===== config.mk =====
export PLATFORM = sky130hd
export DESIGN_NAME = pwm_reload_ctrl
export DESIGN_NICKNAME = d
export VERILOG_FILES = /design/src/rtl/pwm_reload_pkg.sv /design/src/rtl/pwm_sm_loader.sv /design/src/rtl/pwm_bus_decode.sv /design/src/rtl/pwm_master_ctl.sv /design/src/rtl/pwm_reload_ctrl.sv
export SDC_FILE = /design/constraint.sdc
export NUM_CORES = 1
export LEC_CHECK = 0
export ABC_AREA = 0
export CAP_MARGIN = 20
export CORE_MARGIN = 5
export CORE_UTILIZATION = 50
export DETAILED_ROUTE_END_ITERATION = 8
export PLACE_DENSITY = 0.73
export SLEW_MARGIN = 25
export SYNTH_ARGS = -nofsm -noshare
export SYNTH_HDL_FRONTEND = slang
export SYNTH_HIERARCHICAL = 1
export SYNTH_SLANG_ARGS = --single-unit

===== constraint.sdc =====
create_clock -name clk -period 2.9 [get_ports clk]
set_clock_uncertainty 0.15 [all_clocks]
set_input_delay 0.58 -clock clk [delete_from_list [all_inputs] [get_ports clk]]
set_output_delay 0.58 -clock clk [all_outputs]
set_load 0.01 [all_outputs]

===== src/rtl/pwm_reload_pkg.sv =====
package pwm_reload_pkg;
    localparam int ADDR_W = 4;

    typedef enum logic {
        LD_IDLE  = 1'b0,
        LD_ARMED = 1'b1
    } ld_state_e;

    localparam logic [ADDR_W-1:0] A_MCTRL = 4'd0;
    localparam logic [ADDR_W-1:0] A_PAGE  = 4'd1;
    localparam logic [ADDR_W-1:0] A_PRSC  = 4'd2;
    localparam logic [ADDR_W-1:0] A_INIT  = 4'd3;
    localparam logic [ADDR_W-1:0] A_MODE  = 4'd4;
    localparam logic [ADDR_W-1:0] A_FRAC  = 4'd5;
    localparam logic [ADDR_W-1:0] A_VAL0  = 4'd6;
endpackage


===== src/rtl/pwm_sm_loader.sv =====
module pwm_sm_loader
    import pwm_reload_pkg::*;
#(
    parameter int BUS_W   = 16,
    parameter int DATA_W  = 16,
    parameter int PRSC_W  = 3,
    parameter int FRAC_W  = 5,
    parameter int NUM_VAL = 2
) (
    input  logic                      clk,
    input  logic                      rst_n,
    input  logic                      set_req,
    input  logic                      clr_req,
    input  logic                      stg_we,
    input  logic [ADDR_W-1:0]         addr,
    input  logic [BUS_W-1:0]          wdata,
    input  logic                      reload_evt,
    output logic                      ldok,
    output logic                      commit,
    output logic                      mode_q,
    output logic [PRSC_W-1:0]         stg_prsc,
    output logic [DATA_W-1:0]         stg_init,
    output logic [FRAC_W-1:0]         stg_frac,
    output logic [NUM_VAL*DATA_W-1:0] stg_val,
    output logic [PRSC_W-1:0]         act_prsc,
    output logic [DATA_W-1:0]         act_init,
    output logic [FRAC_W-1:0]         act_frac,
    output logic [NUM_VAL*DATA_W-1:0] act_val
);
    ld_state_e state_q, state_d;
    logic      fire;
    logic      stg_open;

    assign fire = mode_q || reload_evt;

    // state register
    always_ff @(posedge clk or negedge rst_n) begin
        if (!rst_n) state_q <= LD_IDLE;
        else        state_q <= state_d;
    end

    // transitions: arm, commit, cancel
    always_comb begin
        state_d = state_q;
        unique case (state_q)
            LD_IDLE:  if (set_req && !clr_req) state_d = LD_ARMED;
            LD_ARMED: if (clr_req || fire)     state_d = LD_IDLE;
            default:  state_d = LD_IDLE;
        endcase
    end

    // outputs of the machine
    always_comb begin
        ldok   = 1'b0;
        commit = 1'b0;
        unique case (state_q)
            LD_IDLE:  ;
            LD_ARMED: begin
                ldok   = 1'b1;
                commit = fire && !clr_req;
            end
            default:  ;
        endcase
    end

    assign stg_open = stg_we && (state_q == LD_IDLE);

    always_ff @(posedge clk or negedge rst_n) begin
        if (!rst_n) begin
            mode_q   <= 1'b0;
            stg_prsc <= '0;
            stg_init <= '0;
            stg_frac <= '0;
        end else begin
            if (stg_we && addr == A_MODE) mode_q <= wdata[0];
            if (stg_open && addr == A_PRSC) stg_prsc <= wdata[PRSC_W-1:0];
            if (stg_open && addr == A_INIT) stg_init <= wdata[DATA_W-1:0];
            if (stg_open && addr == A_FRAC) stg_frac <= wdata[FRAC_W-1:0];
        end
    end

    for (genvar v = 0; v < NUM_VAL; v++) begin : g_val
        localparam logic [ADDR_W-1:0] VADDR = ADDR_W'(int'(A_VAL0) + v);
        always_ff @(posedge clk or negedge rst_n) begin
            if (!rst_n)                          stg_val[v*DATA_W +: DATA_W] <= '0;
            else if (stg_open && addr == VADDR)  stg_val[v*DATA_W +: DATA_W] <= wdata[DATA_W-1:0];
        end
    end

    always_ff @(posedge clk or negedge rst_n) begin
        if (!rst_n) begin
            act_prsc <= '0;
            act_init <= '0;
            act_frac <= '0;
            act_val  <= '0;
        end else if (commit) begin
            act_prsc <= stg_prsc;
            act_init <= stg_init;
            act_frac <= stg_frac;
            act_val  <= stg_val;
        end
    end

    assert_clr_cancels_R4: assert property (@(posedge clk) disable iff (!rst_n)
        (state_q == LD_ARMED && clr_req) |=> (state_q == LD_IDLE && $stable(act_init)
            && $stable(act_val) && $stable(act_prsc) && $stable(act_frac)));
    assert_active_hold_R5: assert property (@(posedge clk) disable iff (!rst_n)
        !commit |=> ($stable(act_init) && $stable(act_val) && $stable(act_prsc) && $stable(act_frac)));
    assert_stage_locked_R7: assert property (@(posedge clk) disable iff (!rst_n)
        (state_q == LD_ARMED) |=> ($stable(stg_init) && $stable(stg_val)
            && $stable(stg_prsc) && $stable(stg_frac)));
    assert_self_clear_R8: assert property (@(posedge clk) disable iff (!rst_n)
        commit |=> (!ldok && !commit));
    assert_immediate_R6: assert property (@(posedge clk) disable iff (!rst_n)
        (ldok && mode_q && !clr_req) |-> commit);
endmodule


===== src/rtl/pwm_bus_decode.sv =====
module pwm_bus_decode
    import pwm_reload_pkg::*;
#(
    parameter int NUM_SM  = 4,
    parameter int BUS_W   = 16,
    parameter int DATA_W  = 16,
    parameter int PRSC_W  = 3,
    parameter int FRAC_W  = 5,
    parameter int NUM_VAL = 2
) (
    input  logic                             clk,
    input  logic                             rst_n,
    input  logic                             wr_en,
    input  logic                             rd_en,
    input  logic [ADDR_W-1:0]                addr,
    input  logic [BUS_W-1:0]                 wdata,
    input  logic [NUM_SM-1:0]                ldok,
    input  logic [NUM_SM-1:0]                run_q,
    input  logic [NUM_SM-1:0]                ipol_buf,
    input  logic [NUM_SM-1:0]                mode_all,
    input  logic [NUM_SM*PRSC_W-1:0]         stg_prsc_all,
    input  logic [NUM_SM*DATA_W-1:0]         stg_init_all,
    input  logic [NUM_SM*FRAC_W-1:0]         stg_frac_all,
    input  logic [NUM_SM*NUM_VAL*DATA_W-1:0] stg_val_all,
    output logic [NUM_SM-1:0]                set_req,
    output logic [NUM_SM-1:0]                clr_req,
    output logic [NUM_SM-1:0]                stg_we,
    output logic                             mctrl_we,
    output logic [BUS_W-1:0]                 rd_data
);
    localparam int PG_W = (NUM_SM > 1) ? $clog2(NUM_SM) : 1;

    logic [PG_W-1:0]  page_q;
    logic [BUS_W-1:0] rd_word;
    logic             stg_addr;
    int               vidx;

    assign mctrl_we = wr_en && (addr == A_MCTRL);
    assign set_req  = mctrl_we ? wdata[0 +: NUM_SM]      : '0;
    assign clr_req  = mctrl_we ? wdata[NUM_SM +: NUM_SM] : '0;
    assign stg_addr = (addr != A_MCTRL) && (addr != A_PAGE);

    for (genvar i = 0; i < NUM_SM; i++) begin : g_we
        assign stg_we[i] = wr_en && stg_addr && (page_q == PG_W'(i));
    end

    always_ff @(posedge clk or negedge rst_n) begin
        if (!rst_n)                       page_q <= '0;
        else if (wr_en && addr == A_PAGE) page_q <= wdata[PG_W-1:0];
    end

    assign vidx = (int'(page_q) * NUM_VAL + (int'(addr) - int'(A_VAL0))) * DATA_W;

    always_comb begin
        rd_word = '0;
        unique case (addr)
            A_MCTRL: begin
                rd_word[0 +: NUM_SM]          = ldok;
                rd_word[2*NUM_SM +: NUM_SM]   = run_q;
                rd_word[3*NUM_SM +: NUM_SM]   = ipol_buf;
            end
            A_PAGE:  rd_word[PG_W-1:0]   = page_q;
            A_PRSC:  rd_word[PRSC_W-1:0] = stg_prsc_all[int'(page_q)*PRSC_W +: PRSC_W];
            A_INIT:  rd_word[DATA_W-1:0] = stg_init_all[int'(page_q)*DATA_W +: DATA_W];
            A_MODE:  rd_word[0]          = mode_all[page_q];
            A_FRAC:  rd_word[FRAC_W-1:0] = stg_frac_all[int'(page_q)*FRAC_W +: FRAC_W];
            default: begin
                if (int'(addr) >= int'(A_VAL0) && int'(addr) < int'(A_VAL0) + NUM_VAL)
                    rd_word[DATA_W-1:0] = stg_val_all[vidx +: DATA_W];
            end
        endcase
    end

    always_ff @(posedge clk or negedge rst_n) begin
        if (!rst_n)     rd_data <= '0;
        else if (rd_en) rd_data <= rd_word;
    end

    assert_set_only_R2: assert property (@(posedge clk) disable iff (!rst_n)
        (mctrl_we && wdata[0 +: NUM_SM] == '0) |-> (set_req == '0));
endmodule


===== src/rtl/pwm_master_ctl.sv =====
module pwm_master_ctl #(
    parameter int NUM_SM = 4,
    parameter int BUS_W  = 16
) (
    input  logic              clk,
    input  logic              rst_n,
    input  logic              mctrl_we,
    input  logic [BUS_W-1:0]  wdata,
    input  logic [NUM_SM-1:0] force_evt,
    input  logic [NUM_SM-1:0] clk_sel_aux,
    output logic [NUM_SM-1:0] run_q,
    output logic [NUM_SM-1:0] ipol_buf,
    output logic [NUM_SM-1:0] pol_active,
    output logic [NUM_SM-1:0] gen_en
);
    always_ff @(posedge clk or negedge rst_n) begin
        if (!rst_n) begin
            run_q    <= '0;
            ipol_buf <= '0;
        end else if (mctrl_we) begin
            run_q    <= wdata[2*NUM_SM +: NUM_SM];
            ipol_buf <= wdata[3*NUM_SM +: NUM_SM];
        end
    end

    for (genvar i = 0; i < NUM_SM; i++) begin : g_sm
        always_ff @(posedge clk or negedge rst_n) begin
            if (!rst_n)            pol_active[i] <= 1'b0;
            else if (force_evt[i]) pol_active[i] <= ipol_buf[i];
        end
        if (i == 0) begin : g_own
            assign gen_en[i] = run_q[i];
        end else begin : g_aux
            assign gen_en[i] = clk_sel_aux[i] ? run_q[0] : run_q[i];
        end
        assert_pol_hold_R11: assert property (@(posedge clk) disable iff (!rst_n)
            !force_evt[i] |=> $stable(pol_active[i]));
    end
endmodule


===== src/rtl/pwm_reload_ctrl.sv =====
module pwm_reload_ctrl
    import pwm_reload_pkg::*;
#(
    parameter int NUM_SM  = 4,
    parameter int BUS_W   = 16,
    parameter int DATA_W  = 16,
    parameter int PRSC_W  = 3,
    parameter int FRAC_W  = 5,
    parameter int NUM_VAL = 2
) (
    input  logic                             clk,
    input  logic                             rst_n,
    input  logic                             wr_en,
    input  logic                             rd_en,
    input  logic [3:0]                       addr,
    input  logic [BUS_W-1:0]                 wdata,
    output logic [BUS_W-1:0]                 rd_data,
    input  logic [NUM_SM-1:0]                reload_evt,
    input  logic [NUM_SM-1:0]                force_evt,
    input  logic [NUM_SM-1:0]                clk_sel_aux,
    output logic [NUM_SM-1:0]                commit_pulse,
    output logic [NUM_SM-1:0]                gen_en,
    output logic [NUM_SM-1:0]                pol_active,
    output logic [NUM_SM*PRSC_W-1:0]         act_prsc,
    output logic [NUM_SM*DATA_W-1:0]         act_init,
    output logic [NUM_SM*FRAC_W-1:0]         act_frac,
    output logic [NUM_SM*NUM_VAL*DATA_W-1:0] act_val
);
    localparam int VSET_W = NUM_VAL * DATA_W;

    logic [NUM_SM-1:0]        set_req, clr_req, stg_we, ldok, mode_all, run_q, ipol_buf;
    logic                     mctrl_we;
    logic [NUM_SM*PRSC_W-1:0] stg_prsc_all;
    logic [NUM_SM*DATA_W-1:0] stg_init_all;
    logic [NUM_SM*FRAC_W-1:0] stg_frac_all;
    logic [NUM_SM*VSET_W-1:0] stg_val_all;

    pwm_bus_decode #(
        .NUM_SM(NUM_SM), .BUS_W(BUS_W), .DATA_W(DATA_W),
        .PRSC_W(PRSC_W), .FRAC_W(FRAC_W), .NUM_VAL(NUM_VAL)
    ) u_dec (
        .clk(clk), .rst_n(rst_n), .wr_en(wr_en), .rd_en(rd_en), .addr(addr), .wdata(wdata),
        .ldok(ldok), .run_q(run_q), .ipol_buf(ipol_buf), .mode_all(mode_all),
        .stg_prsc_all(stg_prsc_all), .stg_init_all(stg_init_all),
        .stg_frac_all(stg_frac_all), .stg_val_all(stg_val_all),
        .set_req(set_req), .clr_req(clr_req), .stg_we(stg_we),
        .mctrl_we(mctrl_we), .rd_data(rd_data)
    );

    pwm_master_ctl #(.NUM_SM(NUM_SM), .BUS_W(BUS_W)) u_mst (
        .clk(clk), .rst_n(rst_n), .mctrl_we(mctrl_we), .wdata(wdata),
        .force_evt(force_evt), .clk_sel_aux(clk_sel_aux),
        .run_q(run_q), .ipol_buf(ipol_buf), .pol_active(pol_active), .gen_en(gen_en)
    );

    for (genvar i = 0; i < NUM_SM; i++) begin : g_ld
        pwm_sm_loader #(
            .BUS_W(BUS_W), .DATA_W(DATA_W), .PRSC_W(PRSC_W),
            .FRAC_W(FRAC_W), .NUM_VAL(NUM_VAL)
        ) u_ld (
            .clk(clk), .rst_n(rst_n),
            .set_req(set_req[i]), .clr_req(clr_req[i]), .stg_we(stg_we[i]),
            .addr(addr), .wdata(wdata), .reload_evt(reload_evt[i]),
            .ldok(ldok[i]), .commit(commit_pulse[i]), .mode_q(mode_all[i]),
            .stg_prsc(stg_prsc_all[i*PRSC_W +: PRSC_W]),
            .stg_init(stg_init_all[i*DATA_W +: DATA_W]),
            .stg_frac(stg_frac_all[i*FRAC_W +: FRAC_W]),
            .stg_val(stg_val_all[i*VSET_W +: VSET_W]),
            .act_prsc(act_prsc[i*PRSC_W +: PRSC_W]),
            .act_init(act_init[i*DATA_W +: DATA_W]),
            .act_frac(act_frac[i*FRAC_W +: FRAC_W]),
            .act_val(act_val[i*VSET_W +: VSET_W])
        );

        assert_no_cross_commit_R12: assert property (@(posedge clk) disable iff (!rst_n)
            (!ldok[i]) |-> !commit_pulse[i]);
    end
endmodule


Word-level counts from Yosys, hierarchy flattened:

Index checks and enable logic that the tools add are counted.

* add/sub/neg operators: 2
* multipliers: 2
* $lt $le $gt $ge: 3
* equality and inequality tests: 11
* shifts and indexed selects: 4
* mux-type cells: 35
* bitwise gates (word level): 4
* reduce and logical (&&, ||, !) cells: 65

Operator list (count)
* $shiftx 128x32->16: 1
* $shiftx 64x7->16: 1
* $logic_and 1x1->1: 45
* $shiftx 12x32->3: 1
* $shiftx 20x32->5: 1
* $add 4x28->28: 1
* $pmux 8 s3: 1
* $mux 1: 20
* $eq 4x3->1 const B: 4
* $mux 16: 1
* $pmux 1 s6: 2
* $eq 4x2->1 const B: 2
* $logic_or 1x1->1: 8
* $mux 4: 2
* $pmux 1 s2: 4
* $reduce_or 4->1: 2
* $pmux 3 s2: 1
* $mul 2x3->5 const B: 1
* $pmux 1 s5: 1
* $reduce_or 5->1: 1
* $sub 4x3->5 const B: 1
* $eq 2x2->1 const B: 2
* $eq 4x1->1 const B: 1
* $ge 4x3->1 const B: 1
* other kinds (15): 21

* register bits after elaboration: 486
* input bits: 36

Logic depth before layout (Yosys ltp):

Gate-level depths: netlist of run 1.

* depth in word-level cells: 7
* depth in mapped cells: 10

Hierarchy:

Netlist of run 1, hierarchy kept.

By module, submodules not included
* pwm_sm_loader: instances 4, cells each 252, area an instance 4365.4 um^2
* pwm_bus_decode: instances 1, cells each 238, area an instance 2921.6 um^2
* pwm_master_ctl: instances 1, cells each 29, area an instance 518.0 um^2

Least setup slack after synthesis of run 1:

Ideal clock, no wire load.

* kind: in2reg
* from: in addr[1]
* to: reg u_dec.rd_data[4]
* setup time: 141 ps
* arrival time: 2614 ps
* data required time: 2609 ps
* slack: -5 ps
* stages: 9
* buffers on the path: 3
* cell sequence: buf_2 > inv_1 > ha_1 > fa_1 > buf_2 > clkbuf_1 > mux2_2 > nand3_1 > a31oi_1

* word-level cells in the longest chain between the ends: 5
* elaborated cells on any way between the ends: 15
* classes of those cells: 2 x add/sub; 2 x order compare; 5 x eq/ne; 1 x shift; 2 x mux; 3 x reduce/logical

Ends and longest elaborated chain
* from (decl): RTL line pwm_reload_ctrl.sv:15 `input logic [3:0] addr,`
* $sub 4x3->5: RTL line pwm_bus_decode.sv:52 `assign vidx = (int'(page_q) * NUM_VAL + (int'(addr) - int'(A_VAL0))) * DATA_W;`
* $add 4x28->28: RTL line pwm_bus_decode.sv:52
* $shiftx 128x32->16: RTL line pwm_bus_decode.sv:69 `rd_word[DATA_W-1:0] = stg_val_all[vidx +: DATA_W];`
* $mux 16: RTL line pwm_bus_decode.sv:68 `if (int'(addr) >= int'(A_VAL0) && int'(addr) < int'(A_VAL0) + NUM_VAL)`
* $pmux 1 s3 *: RTL line pwm_bus_decode.sv:56 `unique case (addr)`
* to (signal assigned): RTL line pwm_bus_decode.sv:76 `else if (rd_en) rd_data <= rd_word;`
* to (decl): RTL line pwm_bus_decode.sv:29 `output logic [BUS_W-1:0] rd_data`

Every way passes the cells marked *; elsewhere a longest branch is shown, timed or not.
A chain may end at the register's enable or synchronous reset.

Worst setup path after layout of run 1:

* from: in addr[1]
* to: out commit_pulse[0]

* word-level cells in the longest chain between the ends: 6

Ends and longest elaborated chain
* $logic_not 4->1: RTL line pwm_bus_decode.sv:38 `assign mctrl_we = wr_en && (addr == A_MCTRL);`
* $logic_and 1x1->1: RTL line pwm_bus_decode.sv:38
* $mux 4: RTL line pwm_bus_decode.sv:40 `assign clr_req = mctrl_we ? wdata[NUM_SM +: NUM_SM] : '0;`
* named net clr_req[0]: RTL line pwm_reload_ctrl.sv:31 `logic [NUM_SM-1:0] set_req, clr_req, stg_we, ldok, mode_all, run_q, ipol_buf;`
* $logic_not 1->1: RTL line pwm_sm_loader.sv:60 `commit = fire && !clr_req;`
* $logic_and 1x1->1: RTL line pwm_sm_loader.sv:60
* $mux 1: RTL line pwm_sm_loader.sv:56 `unique case (state_q)`
* to (decl): RTL line pwm_reload_ctrl.sv:21 `output logic [NUM_SM-1:0] commit_pulse,`

The timed path passes the listed nets, and every way through them passes these cells.

==> results of run 1 <==
-- cell usage in the layout, fill, tap and decap left out, types with 5 or more instances in the layout --
master	count
nand3_1	16
buf_4	61
nor2_1	28
a221oi_1	9
mux2_1	40
clkbuf_1	14
a21oi_1	14
nand3b_1	5
mux2_2	397
nor4b_1	5
clkdlybuf4s50_1	277
dfrtp_1	486
inv_1	5
clkbuf_8	10
mux2_4	48
and3_1	16
mux4_1	18
clkbuf_16	51
nand2_1	12
mux2i_1	6
nor2b_1	5
buf_12	31
clkinv_2	10
mux4_2	38
-- layout make-up --
class                      instances  area [um^2]  area share
inverter                           5        18.77   0.0007033
timing repair buffer             383         3985      0.1493
sequential                       486        12160      0.4558
clock inverter                    19        180.2    0.006752
clock buffer                      75         1466     0.05495
multi-input combinational        710         8198      0.3072
tap                              539        674.4     0.02527
-- repair_timing --
action | in CTS | in global routing
cloned | 0 | 0
endpoints found under the hold margin | 48 | 0
endpoints found under the setup margin | 4 | 2
resized for setup | 20 | 3
setup buffers | 4 | 0
hold buffers | 1 | 0
pin swaps | 5 | 0
-- power by group through the flow --
stage	combinational (uW)	clock, uW	sequential [uW]
after floorplan	1720	0	8360
after global placement	3340	0	8450
after detailed placement	3420	0	8510
after CTS	3440	6530	8390
after global routing	3610	6780	8490
final	3390	6370	8400
-- per-stage QoR --
stage | setup TNS (ps) | power [uW] | hold slack (ps) | cell area (um^2) | setup slack (ps)
finish | 0 | 18160 | 356.1 | 26680 | 60.64
global route | 0 | 18880 | 370.3 | 26680 | 11.87
CTS | 0 | 18360 | 357.7 | 26670 | 37.59
detailed placement | -134630 | 11930 | 344.3 | 24980 | -442.2
global placement | -119600 | 11790 | 333.9 | 24980 | -432.1
floorplan | 0 | 10080 | 134.4 | 20900 | 95.27
-- worst max path at each step --
| stage | start | end |
|---|---|---|
| 6_report | addr[1] | commit_pulse[0] |
| 3_5_place_dp | addr[1] | commit_pulse[3] |
| 5_1_grt | addr[1] | commit_pulse[0] |
| 2_1_floorplan | addr[3] | commit_pulse[0] |
| 4_1_cts | addr[1] | commit_pulse[3] |
| 3_3_place_gp | addr[2] | g_ld[2].u_ld/stg_val[31]$_DFFE_PN0P_ |
-- state kept, by name, indices dropped and copies added (netlist names) --
register,count
g_ld.u_ld/act_frac,20
g_ld.u_ld/act_init,64
g_ld.u_ld/act_prsc,12
g_ld.u_ld/act_val,128
g_ld.u_ld/mode_q,4
g_ld.u_ld/state_q,4
g_ld.u_ld/stg_frac,20
g_ld.u_ld/stg_init,64
g_ld.u_ld/stg_prsc,12
g_ld.u_ld/stg_val,128
u_dec/page_q,2
u_dec/rd_data,16
u_mst/ipol_buf,4
u_mst/pol_active,4
u_mst/run_q,4
-- kinds of logic (layout without fill, tap and decap cells) --
kind of cell	count (synthesis)	after routing	share of synthesized area
buffers and inverters	79	482	0.02772
AOI/OAI and AO/OA	45	45	0.01539
muxes	547	547	0.3364
adders and majority gates	6	6	0.003951
DFF	486	486	0.5819
and+or+nand+nor	112	112	0.03472
-- metal layers --
layer	routed length [um]	up-vias
li1	-	5479
met1	24110	6795
met2	28990	368
met3	2456	91
met4	1614	2
met5	7	-
==> impl_metrics.tcl, run 1 <==
set metrics [dict create \
    status "finished clean" \
    cts.sinks 486 \
    syn_area_um2 20900 \
    synth-seq-cells 486 \
    place_congestion 0.8320 \
    tritoncts "built" \
    hold-path-cell-count 1 \
    ios 288 \
    vias 12740 \
    drc 0 \
    wl_per_cell_um 25.79 \
    synth_ff_type "dfrtp_1" \
    hold-path-endpoint "u_mst/pol_active[2]$_DFFE_PN0P_" \
    path_common_cell "buf_6" \
    clock_latency_ps 600 \
    p_int_uw 13400 \
    grt_pass1_wl_mm 88.05 \
    worst_ep_arrival_time_ps 2110 \
    relSlewSlack 0.5472 \
    top_usage_layer "met2" \
    die_area_um2 45990 \
    num_antenna_cells 0 \
    holdCritStartpoint "u_mst/pol_active[2]$_DFFE_PN0P_" \
    cpMaxStageDelayCell "dlygate4sd2_1" \
    place_inst 2118 \
    start_kind "primary input" \
    rsz0062_at_grt "no" \
    htreeDepth 2 \
    rows 75 \
    r2r_start "u_dec/page_q[1]$_DFFE_PN0P_" \
    clock.fmax_mhz 352.2 \
    fill_cells 3086 \
    die_h_um 214.5 \
    max-vdd-ir-drop_v 0.0004525 \
    cpPeakStageDelay_ps 310 \
    portBuffers 286 \
    antenna_found_initial 2 \
    antenna_left 0 \
    clkTransAtPathRegs_ps 50 \
    synth_cells 1275 \
    ys_async_sr_fraction 1.000 \
    routed_wl_mm 57.17 \
    grt_usage 0.2481 \
    cp.depth 8 \
    min_period_ps 2839 \
    core_um2 41670 \
    initial_core_util 0.5017 \
    drt_iter0_drc 806 \
    utilization 0.6405 \
    grt_max_degree 66 \
    synth_most_common_cell "dfrtp_1" \
    die_x_um 214.5 \
    grt_util_met2 0.4216 \
    setup_viol 0 \
    numCtsBuffers 50 \
    power.switching_uw 4764 \
    syn_avg_cell_area_um2 16.39 \
    clkPwrFrac 0.351 \
    yosys_warnings 6 \
    critical_path.max_fanout 8 \
    r2r_slack_ps 450 \
    synth_nets 1317 \
    finalNonFillerCells 2217 \
    yosys-top-cells-area "dfrtp_1 (58%), mux2_2 (21%), mux4_2 (4.1%)" \
    drv_slew 0 \
    critPathCaptureType "output port" \
    synth_common_cells "dfrtp_1 (486), mux2_2 (397), mux2_4 (48)" \
    crit_required_ps 2170 \
    viasPerCell 5.744 \
    hold_violations 0 \
    use_met3 0.04250 \
    p_sw_frac 0.2623 \
    reg2reg_to "g_ld[3].u_ld/stg_val[17]$_DFFE_PN0P_" \
    maxCapViolCount 0 \
    worstRegToRegCells 6 \
    p_seq_frac 0.463 \
    final.period_utilization 0.9791 \
    hold_class "reg -> reg" \
    area_growth_pct 27.67 \
    power_leakage_uw 0.01249 \
    root_buffer "clkbuf_16" \
    grt.overflow.total 0 \
    fin_nets 1678 \
    use_met1 0.3323 \
    yosysTopAreaCell "dfrtp_1" \
    synth_cell_types 47 \
    crit_buf_inv 5 \
    synth_top_area_frac 0.5819 \
    clk_path_buf_depth 3 \
    path_cells "dlygate4sd2_1, buf_4, nor4_4, buf_6, and3_4, nor3b_4, buf_6, clkdlybuf4s15_2" \
    seq_area_frac_synth 0.5819 \
    crit_family "buffers and inverters" \
    dp_hpwl_mm 40.13 \
    drtPass1Iterations 5 \
    tightestPinTransition_ps 677.1 \
    power.density_nw_per_um2 680.6 \
    final_layout_size_suffix_gt1_frac 0.4094 \
    grt_pass1_vias 13890 \
    p_comb_frac 0.187 \
    synth_edf_count 0 \
    critPathKind "in -> out" \
]
Note: power is estimated with default switching activity, not from simulation.
==> inputs of run 2 (changes only) <==
- CAP_MARGIN: 20 -> unset
==> results of run 2 <==
No change in the layout: final DEF, timing and power equal those of run 1.
